### src/rtl/dfa_pkg.sv
package dfa_pkg;

    typedef enum logic [2:0] {
        ST_IDLE  = 3'd0,
        ST_RD_B  = 3'd1,
        ST_RD_A  = 3'd2,
        ST_ADD   = 3'd3,
        ST_WRITE = 3'd4,
        ST_DONE  = 3'd5
    } dfa_state_t;

    localparam logic [2:0] CC_NEG  = 3'd1;
    localparam logic [2:0] CC_ZERO = 3'd2;
    localparam logic [2:0] CC_POS  = 3'd3;
    localparam logic [2:0] CC_OVF  = 3'd4;

    localparam int CHAR_W  = 6;
    localparam int DIGIT_W = 4;

endpackage

### src/rtl/dfa_len_decode.sv
// Turns a field length code into a character count; code 0 means MAX_LEN.
module dfa_len_decode #(
    parameter int MAX_LEN = 10,
    parameter int LEN_W   = 4
) (
    input  logic [LEN_W-1:0] code,
    output logic [LEN_W-1:0] len
);
    localparam logic [LEN_W-1:0] FULL = LEN_W'(MAX_LEN);

    always_comb begin
        if (code == '0 || code > FULL) begin
            len = FULL;
        end else begin
            len = code;
        end
    end
endmodule

### src/rtl/dfa_digit_step.sv
// One BCD digit step: x + y + cin, or x - y - cin when sub is set.
module dfa_digit_step (
    input  logic [3:0] x,
    input  logic [3:0] y,
    input  logic       cin,
    input  logic       sub,
    output logic [3:0] r,
    output logic       cout
);
    logic [5:0] sum6;
    logic [5:0] dif6;
    logic [5:0] fix6;

    always_comb begin
        sum6 = {2'b00, x} + {2'b00, y} + {5'b0, cin};
        dif6 = {2'b00, x} - {2'b00, y} - {5'b0, cin};
        fix6 = '0;
        if (sub) begin
            if (dif6[5]) begin
                fix6 = dif6 + 6'd10;
                cout = 1'b1;
            end else begin
                fix6 = dif6;
                cout = 1'b0;
            end
        end else begin
            if (sum6 > 6'd9) begin
                fix6 = sum6 - 6'd10;
                cout = 1'b1;
            end else begin
                fix6 = sum6;
                cout = 1'b0;
            end
        end
        r = fix6[3:0];
    end
endmodule

### src/rtl/decimal_field_adder.sv
module decimal_field_adder
    import dfa_pkg::*;
#(
    parameter int ADDR_W  = 12,
    parameter int MAX_LEN = 10,
    parameter int LEN_W   = 4
) (
    input  logic              clk,
    input  logic              rst_n,
    input  logic              start,
    input  logic [ADDR_W-1:0] a_addr,
    input  logic [LEN_W-1:0]  a_code,
    input  logic [ADDR_W-1:0] b_addr,
    input  logic [LEN_W-1:0]  b_code,
    input  logic [5:0]        mem_rdata,
    output logic [ADDR_W-1:0] mem_addr,
    output logic              mem_rd,
    output logic              mem_wr,
    output logic [5:0]        mem_wdata,
    output logic              busy,
    output logic              done,
    output logic [2:0]        cc
);
    localparam logic [LEN_W-1:0]  ONE_L = LEN_W'(1);
    localparam logic [ADDR_W-1:0] ONE_A = ADDR_W'(1);

    dfa_state_t st_q, st_d;

    logic [ADDR_W-1:0] a_base_q, b_base_q;
    logic [LEN_W-1:0]  a_len_q, b_len_q, a_len_d, b_len_d;
    logic [LEN_W-1:0]  idx_q;
    logic [5:0]        b_char_q;
    logic              a_take_q, a_sign_q, b_sign_q, sub_q;
    logic              cy_q, nz_q, wb_q;
    logic [2:0]        cc_q;
    logic [5:0]        res_q [MAX_LEN];

    logic              last_idx, a_live, sub_now;
    logic [3:0]        a_dig, alu_r, cpl_r, out_dig;
    logic              alu_c, cpl_c;
    logic              cmpl, ovf, res_sign;
    logic [2:0]        cc_calc;
    logic [ADDR_W-1:0] a_pos, b_pos, b_last;
    logic [5:0]        cur_char, wr_char;

    dfa_len_decode #(.MAX_LEN(MAX_LEN), .LEN_W(LEN_W)) u_alen (.code(a_code), .len(a_len_d));
    dfa_len_decode #(.MAX_LEN(MAX_LEN), .LEN_W(LEN_W)) u_blen (.code(b_code), .len(b_len_d));

    // Field walk: offsets count from the rightmost character.
    always_comb begin
        last_idx = (idx_q == b_len_q - ONE_L);
        a_live   = (idx_q < a_len_q);
        a_pos    = a_base_q + ADDR_W'(a_len_q) - ONE_A - ADDR_W'(idx_q);
        b_pos    = b_base_q + ADDR_W'(b_len_q) - ONE_A - ADDR_W'(idx_q);
        b_last   = b_base_q + ADDR_W'(b_len_q) - ONE_A;
        sub_now  = (idx_q == '0) ? (mem_rdata[5] ^ b_sign_q) : sub_q;
        a_dig    = a_take_q ? mem_rdata[3:0] : 4'd0;
    end

    // Digit adder for the first pass, complementer for the write pass.
    dfa_digit_step u_add (
        .x(b_char_q[3:0]), .y(a_dig), .cin(cy_q), .sub(sub_now),
        .r(alu_r), .cout(alu_c)
    );

    dfa_digit_step u_cpl (
        .x(4'd0), .y(cur_char[3:0]), .cin(wb_q), .sub(1'b1),
        .r(cpl_r), .cout(cpl_c)
    );

    // Result sign and condition code, settled once the first pass ends.
    always_comb begin
        cmpl     = sub_q & cy_q;
        ovf      = ~sub_q & cy_q;
        res_sign = nz_q & (cmpl ? a_sign_q : b_sign_q);
        if (ovf) begin
            cc_calc = CC_OVF;
        end else if (!nz_q) begin
            cc_calc = CC_ZERO;
        end else if (res_sign) begin
            cc_calc = CC_NEG;
        end else begin
            cc_calc = CC_POS;
        end
        cur_char = res_q[idx_q];
        out_dig  = cmpl ? cpl_r : cur_char[3:0];
        if (idx_q == '0) begin
            wr_char = {res_sign, 1'b1, out_dig};
        end else begin
            wr_char = {cur_char[5:4], out_dig};
        end
    end

    // State register.
    always_ff @(posedge clk or negedge rst_n) begin
        if (!rst_n) begin
            st_q <= ST_IDLE;
        end else begin
            st_q <= st_d;
        end
    end

    // Next state.
    always_comb begin
        st_d = st_q;
        unique case (st_q)
            ST_IDLE:  if (start) st_d = ST_RD_B;
            ST_RD_B:  st_d = ST_RD_A;
            ST_RD_A:  st_d = ST_ADD;
            ST_ADD:   st_d = last_idx ? ST_WRITE : ST_RD_B;
            ST_WRITE: st_d = last_idx ? ST_DONE : ST_WRITE;
            ST_DONE:  st_d = ST_IDLE;
            default:  st_d = ST_IDLE;
        endcase
    end

    // Outputs.
    always_comb begin
        mem_rd    = (st_q == ST_RD_B) || ((st_q == ST_RD_A) && a_live);
        mem_wr    = (st_q == ST_WRITE);
        mem_addr  = (st_q == ST_RD_A) ? a_pos : b_pos;
        mem_wdata = wr_char;
        busy      = (st_q != ST_IDLE);
        done      = (st_q == ST_DONE);
        cc        = cc_q;
    end

    // Datapath registers.
    always_ff @(posedge clk or negedge rst_n) begin
        if (!rst_n) begin
            a_base_q <= '0;
            b_base_q <= '0;
            a_len_q  <= ONE_L;
            b_len_q  <= ONE_L;
            idx_q    <= '0;
            b_char_q <= '0;
            a_take_q <= 1'b0;
            a_sign_q <= 1'b0;
            b_sign_q <= 1'b0;
            sub_q    <= 1'b0;
            cy_q     <= 1'b0;
            nz_q     <= 1'b0;
            wb_q     <= 1'b0;
            cc_q     <= '0;
        end else begin
            unique case (st_q)
                ST_IDLE: begin
                    if (start) begin
                        a_base_q <= a_addr;
                        b_base_q <= b_addr;
                        a_len_q  <= a_len_d;
                        b_len_q  <= b_len_d;
                        idx_q    <= '0;
                        cy_q     <= 1'b0;
                        nz_q     <= 1'b0;
                        wb_q     <= 1'b0;
                    end
                end
                ST_RD_B: begin
                end
                ST_RD_A: begin
                    b_char_q <= mem_rdata;
                    a_take_q <= a_live;
                    if (idx_q == '0) b_sign_q <= mem_rdata[5];
                end
                ST_ADD: begin
                    cy_q <= alu_c;
                    nz_q <= nz_q | (alu_r != 4'd0);
                    if (idx_q == '0) begin
                        a_sign_q <= mem_rdata[5];
                        sub_q    <= sub_now;
                    end
                    idx_q <= last_idx ? '0 : idx_q + ONE_L;
                    wb_q  <= 1'b0;
                end
                ST_WRITE: begin
                    wb_q  <= cpl_c;
                    idx_q <= last_idx ? '0 : idx_q + ONE_L;
                    if (last_idx) cc_q <= cc_calc;
                end
                ST_DONE: begin
                end
                default: begin
                end
            endcase
        end
    end

    // Result buffer: one slot per digit position, filled during the first pass.
    for (genvar g = 0; g < MAX_LEN; g++) begin : g_slot
        always_ff @(posedge clk or negedge rst_n) begin
            if (!rst_n) begin
                res_q[g] <= '0;
            end else if (st_q == ST_ADD && idx_q == LEN_W'(g)) begin
                res_q[g] <= {b_char_q[5:4], alu_r};
            end
        end
    end

    // done lasts one cycle
    a_r10_done_pulse: assert property (@(posedge clk) disable iff (!rst_n)
        done |=> !done);

    // read and write strobes are exclusive
    a_r10_rd_wr_excl: assert property (@(posedge clk) disable iff (!rst_n)
        !(mem_rd && mem_wr));

    // start from idle makes the block busy
    a_r10_start_busy: assert property (@(posedge clk) disable iff (!rst_n)
        (start && !busy) |=> busy);

    // consecutive writes step leftward
    a_r2_write_descends: assert property (@(posedge clk) disable iff (!rst_n)
        (mem_wr && $past(mem_wr)) |-> (mem_addr == $past(mem_addr) - ONE_A));

    // writes stay inside field B
    a_r4_write_in_b: assert property (@(posedge clk) disable iff (!rst_n)
        mem_wr |-> ((mem_addr >= b_base_q) && (mem_addr <= b_last)));

    // rightmost character carries the zone flag
    a_r6_right_zone: assert property (@(posedge clk) disable iff (!rst_n)
        (mem_wr && mem_addr == b_last) |-> mem_wdata[4]);

    // zero magnitude is written positive
    a_r9_zero_positive: assert property (@(posedge clk) disable iff (!rst_n)
        (mem_wr && mem_addr == b_last && !nz_q) |-> !mem_wdata[5]);

    // overflow only arises from like signs
    a_r7_ovf_like_signs: assert property (@(posedge clk) disable iff (!rst_n)
        (done && cc == CC_OVF) |-> (a_sign_q == b_sign_q));

    // condition code is one of the four legal values at completion
    a_r8_cc_legal: assert property (@(posedge clk) disable iff (!rst_n)
        done |-> (cc >= CC_NEG && cc <= CC_OVF));

endmodule

### config.mk
export PLATFORM = sky130hd
export DESIGN_NAME = decimal_field_adder
export DESIGN_NICKNAME = d
export VERILOG_FILES = /design/src/rtl/dfa_pkg.sv /design/src/rtl/dfa_len_decode.sv /design/src/rtl/dfa_digit_step.sv /design/src/rtl/decimal_field_adder.sv
export SDC_FILE = /design/constraint.sdc
export NUM_CORES = 1
export LEC_CHECK = 0
export BUFFER_PORTS_ARGS = -buffer_cell sky130_fd_sc_hd__buf_4
export CAP_MARGIN = 20
export CELL_PAD_IN_SITES_DETAIL_PLACEMENT = 1
export CELL_PAD_IN_SITES_GLOBAL_PLACEMENT = 1
export CORE_MARGIN = 2
export CORE_UTILIZATION = 43
export DETAILED_ROUTE_END_ITERATION = 12
export PLACE_DENSITY_LB_ADDON = 0.1
export SKIP_LAST_GASP = 1
export SYNTH_ARGS = -nofsm -noshare
export SYNTH_HDL_FRONTEND = slang
export SYNTH_HIERARCHICAL = 1
export SYNTH_SLANG_ARGS = --single-unit
### constraint.sdc
create_clock -name clk -period 3.3 [get_ports clk]
set_input_delay 0.33 -clock clk [delete_from_list [all_inputs] [get_ports clk]]
set_output_delay 0.33 -clock clk [all_outputs]
set_load 0.02 [all_outputs]
==> insert_results.sql <==
INSERT INTO impl_metrics (metric_group, metric, value, unit) VALUES
('route', 'detailroute.via_count', '5942', ''),
('critical_path', 'critPathArrivalTime', '3.74', 'ns'),
('critical_path', 'reg_to_reg_endpoint', 'nz_q$_DFFE_PN0P_', ''),
('synth', 'synthXorXnorAreaFrac', '0.0498', ''),
('sta', 'tightest_slew', '0.758', 'ns'),
('synth', 'synth_compound_gate_area_share', '0.116', ''),
('synth', 'number_of_flops_mapped_to_enable_cells_by_yosys', '0', ''),
('status', 'outcome', 'finished, violations left', ''),
('critical_path', 'reg2reg_slack', '0.13', 'ns'),
('critical_path', 'worstRegToRegCells', '19', ''),
('synth', 'yosys_most_used_dff', 'sky130_fd_sc_hd__dfrtp_1', ''),
('sta', 'min_period', '4.07', 'ns'),
('critical_path', 'timing.critical_path.fanout_max', '5', ''),
('route', 'dr.first_iter.drc_count', '188', ''),
('sta', 'final-setup-viol-count', '11', ''),
('clocking', 'cts_root_buffer', 'sky130_fd_sc_hd__clkbuf_16', ''),
('die', 'fp.dieH', '138', 'um'),
('placement', 'placement_setup_slack', '-0.464', 'ns'),
('critical_path', 'startpoint_type', 'register', ''),
('synth', 'largest_family_of_logic_cells_by_synthesized_area', 'multiplexers', ''),
('route', 'detail_route.vias_per_cell', '5.31', ''),
('synth', 'yosys.area.top_type_share', '0.367', ''),
('sta', 'final_max_slew_viol_count', '0', ''),
('synth', 'synth_area_leader_cell', 'sky130_fd_sc_hd__dfrtp_1', ''),
('synth', 'syn-instance-count', '753', ''),
('critical_path', 'criticalPathCategory', 'register to primary output', ''),
('global_route', 'first_pass_grt_wire_length', '34000', 'um'),
('critical_path', 'crit_chain', 'mux4_2 -> mux2i_2 -> o22ai_2 -> ha_2 -> fa_2 -> xor2_2 -> and3_4 -> xnor3_1 -> mux2i_1 -> o21ai_1 -> o21ai_0 -> mux2_4 -> buf_4', ''),
('placement', 'dp.cells', '1064', ''),
('synth', 'synth-adder-area-share', '0.123', ''),
('sta', 'rsz0062_at_grt', 'true', ''),
('synth', 'synth_cell_type_count', '62', ''),
('die', 'floorplan.initialDensity', '0.443', ''),
('clocking', 'clk-insertion-delay-late', '0.41', 'ns'),
('global_route', 'number_of_antenna_violations_at_the_first_check_in_global_routing', '0', ''),
('synth', 'post_synth_main_area_contributors', 'sky130_fd_sc_hd__dfrtp_1 (37%), sky130_fd_sc_hd__mux2_2 (11%), sky130_fd_sc_hd__ha_1 (8.1%), sky130_fd_sc_hd__nand2_1 (4.4%), sky130_fd_sc_hd__fa_1 (4.2%)', ''),
('critical_path', 'cp.buffers_inverters', '1', ''),
('synth', 'synth-seq-cells', '115', ''),
('die', 'io-pin-count', '66', ''),
('global_route', 'grt_pass1_vias', '6567', ''),
('synth', 'synth-simple-area-share', '0.105', ''),
('placement', 'count_of_buffers_from_port_buffering', '65', ''),
('sta', 'worst_setup_slack_after_layout', '-0.772', 'ns'),
('worst_hold_path', 'hp-class', 'primary input to async pin', ''),
('sta', 'fraction_of_the_cycle_the_final_worst_path_needs', '1.23', ''),
('synth', 'synthArstFlopShare', '1.00', ''),
('critical_path', 'cpLargestDelayFamily', 'multiplexers', ''),
('clocking', 'clock-sinks', '115', ''),
('clocking', 'cts_made_buffers', '17', ''),
('sta', 'finalHoldWorstSlack', '-0.0159', 'ns'),
('sta', 'finalHoldViolCount', '6', ''),
('clocking', 'tritoncts_clock_tree', 'built', ''),
('finish', 'layout-drive-gt1-share', '0.372', ''),
('finish', 'total_nets_final', '987', ''),
('die', 'area_of_the_die', '0.0190', 'mm^2'),
('synth', 'synth_sequential_area_ratio', '0.373', ''),
('global_route', 'grt_overflow_total', '0', ''),
('synth', 'synth-warning-count', '6', ''),
('die', 'core-area', '0.0174', 'mm^2'),
('route', 'antenna_left', '0', ''),
('critical_path', 'critical_path_required', '2.97', 'ns'),
('critical_path', 'cpPeakStageDelay', '0.54', 'ns'),
('placement', 'gp_routability_congestion', '0.858', ''),
('placement', 'dp_hpwl', '15100', 'um'),
('global_route', 'grt_start_max_net_pins', '65', ''),
('flow_run', 'cap_viol_max_count', '0', ''),
('status', 'violations_in_the_final_reports', 'negative hold slack, negative setup slack', ''),
('global_route', 'grt_util_all_layers', '0.234', ''),
('critical_path', 'critical_path.reg2reg.startpoint', 'idx_q[0]$_DFFE_PN0P_', ''),
('route', 'wl_cell', '18.9', 'um'),
('sta', 'fin_skew', '0.0137', 'ns');
==> per-stage QoR <==
step           setup TNS, ns   util  cell area [um^2]
4_1_cts                -5.50  0.555              9660
6_report               -6.11  0.567              9880
3_5_place_dp           -1.81  0.503              8750
3_3_place_gp           -1.02  0.503              8750
5_1_grt                -7.65  0.567              9880
2_1_floorplan         -0.292      -              7790
==> area by class of cell <==
type,count,area (um^2)
Clock buffer,19,443
Clock inverter,13,170
Fill cell,1879,7540
Inverter,75,289
Multi-Input combinational cell,538,4720
Sequential cell,115,2880
Tap cell,225,282
Timing Repair Buffer,133,1090
==> layer usage <==
layer / vias to the layer above / global-route usage / part of all wire
met2: 77 / 0.407 / 0.51
li1: 2818 / - / -
met5: - / 0 / 0
met1: 3027 / 0.300 / 0.45
met4: 0 / 0.0641 / 0.013
met3: 20 / 0.0409 / 0.026
==> synthesized netlist by cell type (3+ instances only) <==
cell,count
sky130_fd_sc_hd__buf_6,3
sky130_fd_sc_hd__nor2_1,21
sky130_fd_sc_hd__nor2b_1,6
sky130_fd_sc_hd__fa_1,16
sky130_fd_sc_hd__and2_1,8
sky130_fd_sc_hd__ha_1,50
sky130_fd_sc_hd__o21ai_0,53
sky130_fd_sc_hd__clkbuf_1,16
sky130_fd_sc_hd__mux2i_1,23
sky130_fd_sc_hd__mux2_2,74
sky130_fd_sc_hd__or2_2,3
sky130_fd_sc_hd__or2b_1,3
sky130_fd_sc_hd__mux4_2,12
sky130_fd_sc_hd__a21oi_1,34
sky130_fd_sc_hd__buf_4,4
sky130_fd_sc_hd__a211o_1,4
sky130_fd_sc_hd__a21o_1,8
sky130_fd_sc_hd__nand2_1,90
sky130_fd_sc_hd__xor2_1,11
sky130_fd_sc_hd__buf_2,7
sky130_fd_sc_hd__inv_1,75
sky130_fd_sc_hd__nand3_1,11
sky130_fd_sc_hd__xnor2_1,24
sky130_fd_sc_hd__o22ai_1,6
sky130_fd_sc_hd__o21bai_1,5
sky130_fd_sc_hd__nor3_1,8
sky130_fd_sc_hd__dfrtp_1,113
sky130_fd_sc_hd__a211oi_1,3
sky130_fd_sc_hd__and3_1,4
sky130_fd_sc_hd__o31ai_1,6
==> worst max path at each step <==
stage                              start           end  slack, ns  cells past startpoint
floorplan           idx_q[0]$_DFFE_PN0P_  mem_wdata[3]      -0.20                     16
global placement    idx_q[0]$_DFFE_PN0P_  mem_wdata[3]      -0.34                     15
detailed placement  idx_q[0]$_DFFE_PN0P_  mem_wdata[3]      -0.46                     14
CTS                 idx_q[0]$_DFFE_PN0P_  mem_wdata[3]      -0.76                     14
global route        idx_q[0]$_DFFE_PN0P_  mem_wdata[3]      -0.91                     13
finish              idx_q[0]$_DFFE_PN0P_  mem_wdata[3]      -0.77                     13
==> registers in the layout, indices dropped and copies added (netlist names), 3 cells and up <==
signal    count
res_q        60
a_base_q     12
b_base_q     12
b_char_q      6
a_len_q       4
b_len_q       4
idx_q         4
cc            3
st_q          3
==> logic make-up (layout without fill, tap and decap cells) <==
family / count (synthesis) / in the layout
fa+ha+maj: 66 / 66
mux: 109 / 109
simple gates: 172 / 172
compound gates: 143 / 143
xor+xnor: 39 / 39
buf+inv: 107 / 240
other cells: 2 / 9
flops: 115 / 115
==> cell usage in the layout (no fill, tap or decap), types with 4 or more instances in the layout <==
master                      synthesis  routed
sky130_fd_sc_hd__o21ai_2            2       5
sky130_fd_sc_hd__xnor2_2            0       7
sky130_fd_sc_hd__clkbuf_16          0      17
sky130_fd_sc_hd__a21oi_2            0       4
sky130_fd_sc_hd__mux2i_1           23      19
sky130_fd_sc_hd__mux2_2            74      71
sky130_fd_sc_hd__nand2_2            2       4
sky130_fd_sc_hd__o31ai_1            6       4
sky130_fd_sc_hd__nand2_1           90      87
sky130_fd_sc_hd__a21o_1             8       8
sky130_fd_sc_hd__xnor2_1           24      17
sky130_fd_sc_hd__a211o_1            4       4
sky130_fd_sc_hd__ha_1              50      46
sky130_fd_sc_hd__o21ai_0           53      44
sky130_fd_sc_hd__xor2_1            11      10
sky130_fd_sc_hd__o22ai_1            6       4
sky130_fd_sc_hd__fa_2               0       8
sky130_fd_sc_hd__mux4_2            12      12
sky130_fd_sc_hd__fa_1              16       8
sky130_fd_sc_hd__a21oi_1           34      29
sky130_fd_sc_hd__o21ai_1            2       6
sky130_fd_sc_hd__and2_1             8       8
sky130_fd_sc_hd__nor3_1             8       7
sky130_fd_sc_hd__dfrtp_1          113     111
sky130_fd_sc_hd__buf_4              4     117
sky130_fd_sc_hd__inv_1             75      72
sky130_fd_sc_hd__conb_1             2       9
sky130_fd_sc_hd__nand3_1           11       8
sky130_fd_sc_hd__inv_6              0       5
sky130_fd_sc_hd__and3_1             4       4
sky130_fd_sc_hd__buf_6              3      12
sky130_fd_sc_hd__nor2_1            21      21
sky130_fd_sc_hd__o21bai_1           5       5
==> timing repair <==
item	4_1_cts	5_1_grt
resized for setup	50	40
pin swaps	20	14
endpoints found under the setup margin	12	16
hold buffers	0	0
setup buffers	15	8
==> worst reg2reg max path, stage by stage, from the launching register on <==
cell                       delay, ns
sky130_fd_sc_hd__dfrtp_2        0.47
sky130_fd_sc_hd__buf_4          0.16
sky130_fd_sc_hd__buf_6          0.10
sky130_fd_sc_hd__buf_6          0.10
sky130_fd_sc_hd__buf_6          0.10
sky130_fd_sc_hd__buf_6          0.10
sky130_fd_sc_hd__buf_6          0.12
sky130_fd_sc_hd__inv_8          0.06
sky130_fd_sc_hd__buf_4          0.09
sky130_fd_sc_hd__buf_4          0.10
sky130_fd_sc_hd__ha_1           0.20
sky130_fd_sc_hd__nand2_2        0.10
sky130_fd_sc_hd__buf_4          0.17
sky130_fd_sc_hd__nand2_1        0.10
sky130_fd_sc_hd__o21ai_4        0.11
sky130_fd_sc_hd__nand3_1        0.11
sky130_fd_sc_hd__o211ai_1       0.17
sky130_fd_sc_hd__or4_4          0.45
sky130_fd_sc_hd__a21oi_1        0.16
sky130_fd_sc_hd__nor2_1         0.05
Power is left out: the tool's default activity adds up to more than one toggle a clock period on the data nets, which glitch-free logic cannot reach.
